**config.mk**
```make
export PLATFORM = sky130hd
export DESIGN_NAME = i2c_start_gen
export DESIGN_NICKNAME = d
export VERILOG_FILES = /design/src/rtl/i2c_start_pkg.sv /design/src/rtl/i2c_start_sync.sv /design/src/rtl/i2c_start_brg.sv /design/src/rtl/i2c_start_gen.sv
export SDC_FILE = /design/constraint.sdc
export NUM_CORES = 1
export LEC_CHECK = 0
export BUFFER_PORTS_ARGS = -buffer_cell sky130_fd_sc_hd__clkbuf_2
export CORE_MARGIN = 10
export CORE_UTILIZATION = 45
export DETAILED_ROUTE_END_ITERATION = 10
export HOLD_SLACK_MARGIN = 0.12
export PLACE_DENSITY = 0.66
export SLEW_MARGIN = 20
export SYNTH_ARGS = -nofsm -noshare
export SYNTH_HDL_FRONTEND = slang
export SYNTH_SLANG_ARGS = --single-unit
export TNS_END_PERCENT = 50
```
**constraint.sdc**
```tcl
create_clock -name clk -period 5.5 [get_ports clk]
set_input_delay 1.1 -clock clk [delete_from_list [all_inputs] [get_ports clk]]
set_output_delay 1.1 -clock clk [all_outputs]
set_load 0.05 [all_outputs]
```
**src/rtl/i2c_start_pkg.sv**
```systemverilog
package i2c_start_pkg;
   typedef enum logic [1:0] {
      ST_IDLE  = 2'd0,
      ST_ARM   = 2'd1,
      ST_HOLD1 = 2'd2,
      ST_HOLD2 = 2'd3
   } st_e;

   localparam int NFLAGS   = 4;
   localparam int FL_START = 0;
   localparam int FL_DONE  = 1;
   localparam int FL_BCOL  = 2;
   localparam int FL_WCOL  = 3;
endpackage

```
**src/rtl/i2c_start_sync.sv**
```systemverilog
module i2c_start_sync #(
   parameter int STAGES = 2,
   parameter int LINES  = 2
) (
   input  logic             clk,
   input  logic             rst_n,
   input  logic [LINES-1:0] d,
   output logic [LINES-1:0] q
);
   if (STAGES < 2) begin : g_bad_stages
      $error("i2c_start_sync: STAGES must be at least 2");
   end

   for (genvar i = 0; i < LINES; i++) begin : g_line
      logic [STAGES-1:0] sh;
      always_ff @(posedge clk or negedge rst_n) begin
         if (!rst_n) sh <= '1;
         else        sh <= {sh[STAGES-2:0], d[i]};
      end
      assign q[i] = sh[STAGES-1];
   end
endmodule

```
**src/rtl/i2c_start_brg.sv**
```systemverilog
module i2c_start_brg #(
   parameter int W = 7
) (
   input  logic         clk,
   input  logic         rst_n,
   input  logic         load,
   input  logic [W-1:0] load_val,
   input  logic         run,
   output logic         tmo
);
   logic [W-1:0] cnt;

   always_ff @(posedge clk or negedge rst_n) begin
      if (!rst_n)                 cnt <= '0;
      else if (load)              cnt <= load_val;
      else if (run && cnt != '0)  cnt <= cnt - 1'b1;
   end

   assign tmo = run && (cnt == '0);
endmodule

```
**src/rtl/i2c_start_gen.sv**
```systemverilog
module i2c_start_gen
   import i2c_start_pkg::*;
#(
   parameter int RELOAD_W    = 7,
   parameter int CMD_W       = 5,
   parameter int DATA_W      = 8,
   parameter int SYNC_STAGES = 2
) (
   input  logic                clk,
   input  logic                rst_n,
   input  logic                cmd_wr,
   input  logic [CMD_W-1:0]    cmd_wdata,
   output logic [CMD_W-1:0]    cmd_q,
   input  logic [RELOAD_W-1:0] reload,
   input  logic                buf_wr,
   input  logic [DATA_W-1:0]   buf_wdata,
   output logic [DATA_W-1:0]   buf_q,
   input  logic                sda_in,
   input  logic                scl_in,
   input  logic [NFLAGS-1:0]   flag_clr,
   output logic                sda_drive_low,
   output logic                start_seen,
   output logic                done_irq,
   output logic                bcol_irq,
   output logic                wcol
);
   localparam int SETTLE   = SYNC_STAGES;
   localparam int SETTLE_W = $clog2(SETTLE + 1);

   if (RELOAD_W < 1 || RELOAD_W > 16) begin : g_bad_reload
      $error("i2c_start_gen: RELOAD_W out of range 1..16");
   end
   if (CMD_W < 1) begin : g_bad_cmd
      $error("i2c_start_gen: CMD_W must be at least 1");
   end
   if (DATA_W < 1) begin : g_bad_data
      $error("i2c_start_gen: DATA_W must be at least 1");
   end

   // line synchronizers: bit 1 = SDA, bit 0 = SCL
   logic [1:0] lines_s;
   logic       sda_s, scl_s;

   i2c_start_sync #(.STAGES(SYNC_STAGES), .LINES(2)) u_sync (
      .clk   (clk),
      .rst_n (rst_n),
      .d     ({sda_in, scl_in}),
      .q     (lines_s)
   );
   assign sda_s = lines_s[1];
   assign scl_s = lines_s[0];

   st_e                 state;
   logic [SETTLE_W-1:0] settle;
   logic                drv;
   logic [NFLAGS-1:0]   flags, flag_set;
   logic                busy, start_go;
   logic                arm_ok, drive_now, done_now, abort_now;
   logic                brg_load, brg_run, brg_tmo;

   i2c_start_brg #(.W(RELOAD_W)) u_brg (
      .clk      (clk),
      .rst_n    (rst_n),
      .load     (brg_load),
      .load_val (reload),
      .run      (brg_run),
      .tmo      (brg_tmo)
   );

   assign busy     = (state != ST_IDLE);
   assign start_go = cmd_wr && !busy && cmd_wdata[0];

   always_comb begin
      arm_ok    = 1'b0;
      drive_now = 1'b0;
      done_now  = 1'b0;
      abort_now = 1'b0;
      unique case (state)
         ST_ARM: begin
            if (settle == '0) begin
               if (sda_s && scl_s) arm_ok    = 1'b1;
               else                abort_now = 1'b1;
            end
         end
         ST_HOLD1: begin
            if (!scl_s)               abort_now = 1'b1;
            else if (brg_tmo) begin
               if (sda_s)             drive_now = 1'b1;
               else                   abort_now = 1'b1;
            end
         end
         ST_HOLD2: done_now = brg_tmo;
         default: ;
      endcase
   end

   assign brg_load = arm_ok || drive_now;
   assign brg_run  = (state == ST_HOLD1) || (state == ST_HOLD2);

   always_comb begin
      flag_set           = '0;
      flag_set[FL_START] = drive_now;
      flag_set[FL_DONE]  = done_now;
      flag_set[FL_BCOL]  = abort_now;
      flag_set[FL_WCOL]  = buf_wr && busy;
   end

   always_ff @(posedge clk or negedge rst_n) begin
      if (!rst_n) begin
         state  <= ST_IDLE;
         settle <= '0;
         drv    <= 1'b0;
         cmd_q  <= '0;
         buf_q  <= '0;
         flags  <= '0;
      end else begin
         flags <= (flags & ~flag_clr) | flag_set;
         if (buf_wr && !busy) buf_q <= buf_wdata;
         if (cmd_wr && !busy) cmd_q <= cmd_wdata;
         else if (done_now || abort_now) cmd_q[0] <= 1'b0;

         unique case (state)
            ST_IDLE: begin
               if (start_go) begin
                  state  <= ST_ARM;
                  settle <= SETTLE_W'(SETTLE);
                  drv    <= 1'b0;
               end
            end
            ST_ARM: begin
               if (settle != '0) settle <= settle - 1'b1;
               else if (arm_ok)  state  <= ST_HOLD1;
            end
            ST_HOLD1: begin
               if (drive_now) begin
                  state <= ST_HOLD2;
                  drv   <= 1'b1;
               end
            end
            ST_HOLD2: begin
               if (done_now) state <= ST_IDLE;
            end
            default: state <= ST_IDLE;
         endcase

         if (abort_now) begin
            state <= ST_IDLE;
            drv   <= 1'b0;
         end
      end
   end

   assign sda_drive_low = drv;
   assign start_seen    = flags[FL_START];
   assign done_irq      = flags[FL_DONE];
   assign bcol_irq      = flags[FL_BCOL];
   assign wcol          = flags[FL_WCOL];
endmodule

```
==> flow_summary.ini <==
[grt]
grt_max_degree = 34
grt.total_usage = 0.128
antenna_found_initial = 0
grt_pass1_wl_um = 6670
overflow = 0
first_global_vias = 1473

[cts]
cts_hold_buf = 0
clock_latency_ps = 290
cts-root-buf = clkbuf_8
cts.sinks = 33
cts.path.max_buffers = 2
cts_tree = built
cts_resized = 0
clk_pin_slew_worst_paths_ps = 70
h-tree-depth = 2
cts_made_buffers = 5
post_cts_buffers = 0

[yosys]
synth_area_um2 = 1720
synth_top_cell_by_area = dfrtp_1
syn_nets = 190
ys_types = 54
synth_top_area_share = 0.422
avgSynthCellArea_um2 = 11.2
ys_warn_count = 0
async_flop_share = 1.00
synth-seq-cells = 33
netlist_instances = 153
synth_most_common_cell = dfrtp_1
netlist_top_cells_count = dfrtp_1, inv_1, mux2_2
synth_ff_type = dfrtp_1
synth_edf_count = 0
synthTopCellsByArea = dfrtp_1, mux2_2, dfstp_2, ha_1, inv_1
synth-seq-area-share = 0.483

[timing]
drv_slew = 0
worstMarginPinSlew_ps = 844
hold_ws_ps = 357
slew_headroom = 0.437
fmax_ghz = 0.492
rsz0062_at_grt = no
setup_viol = 0
clock-skew-final_ps = 12.0
min_period_ps = 2030
finalCritPeriodShare = 0.370
hold_violations = 0
setup_tns_ps = 0

[critical_path]
crit_required_ps = 4400
r2r-start = state[0]
cp_top_family = flip-flops
r2r_cells = 6
crit_fanout = 2
critPathLaunchType = register
path_cells = clkbuf_2
critPathMaxStageDelay_ps = 360
reg2reg_slack_ps = 3470
r2r-end = u_brg.cnt[3]
cp-startpoint = cmd_q[0]
arrival_ps = 930
critical-path-slowest-cell = dfrtp_1
setup.worst_path.class = reg2out
critPathBufInv = 1
worstSetupEndpointType = output port

[routing]
via_count = 1286
drt_iter0_drc = 93
route.detailed.drc = 0
wirelength_um = 3920
wl_per_cell_um = 15.6
dr.pass1.iters = 4
ant_nets = 0
viasPerCell = 5.12

[job]
drv_cap = 0

[die]
start_util = 0.466
fp.dieW_um = 81.8
ios = 48
die_area_um2 = 6690
fp-row-count = 22
core_area_um2 = 3690
die_h_um = 81.8

[layout]
n_fill_cell = 348
finalInstanceArea_um2 = 2070
area_growth_pct = 20.5
num_antenna_cells = 0
stdcell_count = 251
drive_gt1_frac = 0.399
layout.nets = 239

[pwr]
ir_drop_mv = 0.387
leakage_nw = 1.01
power_density_nw_per_um2 = 633

[min_path]
hold_path.startpoint = u_sync.g_line[0].sh[0]
hold_class = reg2reg
whs_endpoint = u_sync.g_line[0].sh[1]
holdPathStages = 0

[run_status]
status = finished, final reports clean

[placement]
port_buffers = 47
dp_hpwl_um = 3140
place_inst = 243
placed_area_um2 = 1980
place_congestion = 0.838
[metal layers]
metal,GRT usage,routed length [um]
met5,0,0
met4,0.0510,67
met3,0.0600,265
met2,0.211,2010
met1,0.139,1580
[sequential cells by signal, indices dropped and copies added, names as in the netlist]
signal / count
buf_q: 8
u_brg.cnt: 7
cmd_q: 5
flags: 4
u_sync.g_line.sh: 4
settle: 2
state: 2
sda_drive_low: 1
[layout make-up]
type                            count  area (um^2)  area share
Clock buffer                        8         90.1      0.0435
Sequential cell                    33          831       0.401
Timing Repair Buffer               47          235       0.114
Multi-Input combinational cell     99          796       0.384
Inverter                           16         60.1      0.0290
Tap cell                           48         60.1      0.0290
[stage by stage]
step           utilization  power, W  worst slack [ps]
3_3_place_gp         0.537   0.00110              3530
4_1_cts              0.562   0.00133              3460
5_1_grt              0.562   0.00141              3280
3_5_place_dp         0.537   0.00114              3460
2_1_floorplan            -  0.000978              3700
6_report             0.562   0.00131              3470
[report_power, final]
| part | switching (W) | total [W] | internal [W] |
|---|---|---|---|
| Sequential | 0.0000757 | 0.000417 | 0.000341 |
| Clock | 0.0000845 | 0.000186 | 0.000102 |
| Combinational | 0.000447 | 0.000708 | 0.000261 |
| Total | 0.000607 | 0.00131 | 0.000704 |
[worst max path at each step]
stage	cells past startpoint	to	slack [ps]
after floorplan	3	state[0]	3700
after global placement	4	state[1]	3530
after detailed placement	4	state[0]	3460
after CTS	1	cmd_q[0]	3460
after global routing	6	u_brg.cnt[5]	3280
final	1	cmd_q[0]	3470
[cell families after synthesis]
| kind of cell | after synthesis | share of synthesized area |
|---|---|---|
| mux | 19 | 0.122 |
| xor+xnor | 2 | 0.0102 |
| flops | 33 | 0.483 |
| simple gates | 38 | 0.135 |
| fa+ha+maj | 7 | 0.0509 |
| buf+inv | 21 | 0.0539 |
| compound gates | 33 | 0.146 |
[layout by cell type, fill, tap and decap left out, types with 2 or more instances in the layout]
master    synthesis  routed
a211oi_1          3       3
a21boi_0          2       2
a21boi_1          2       2
a21oi_1           5       5
a221o_1           2       2
and3_1            2       2
clkbuf_1          1       2
clkbuf_2          1      47
clkbuf_8          0       6
dfrtp_1          29      29
dfstp_2           4       4
ha_1              7       7
inv_1            16      16
mux2_2           14      14
mux2i_1           4       4
nand2_1           9       9
nand3_1           2       2
nor2_1            7       7
nor3_1            2       2
o21ai_0           5       5
o22ai_1           2       2
(Power assumes the default switching activity.)
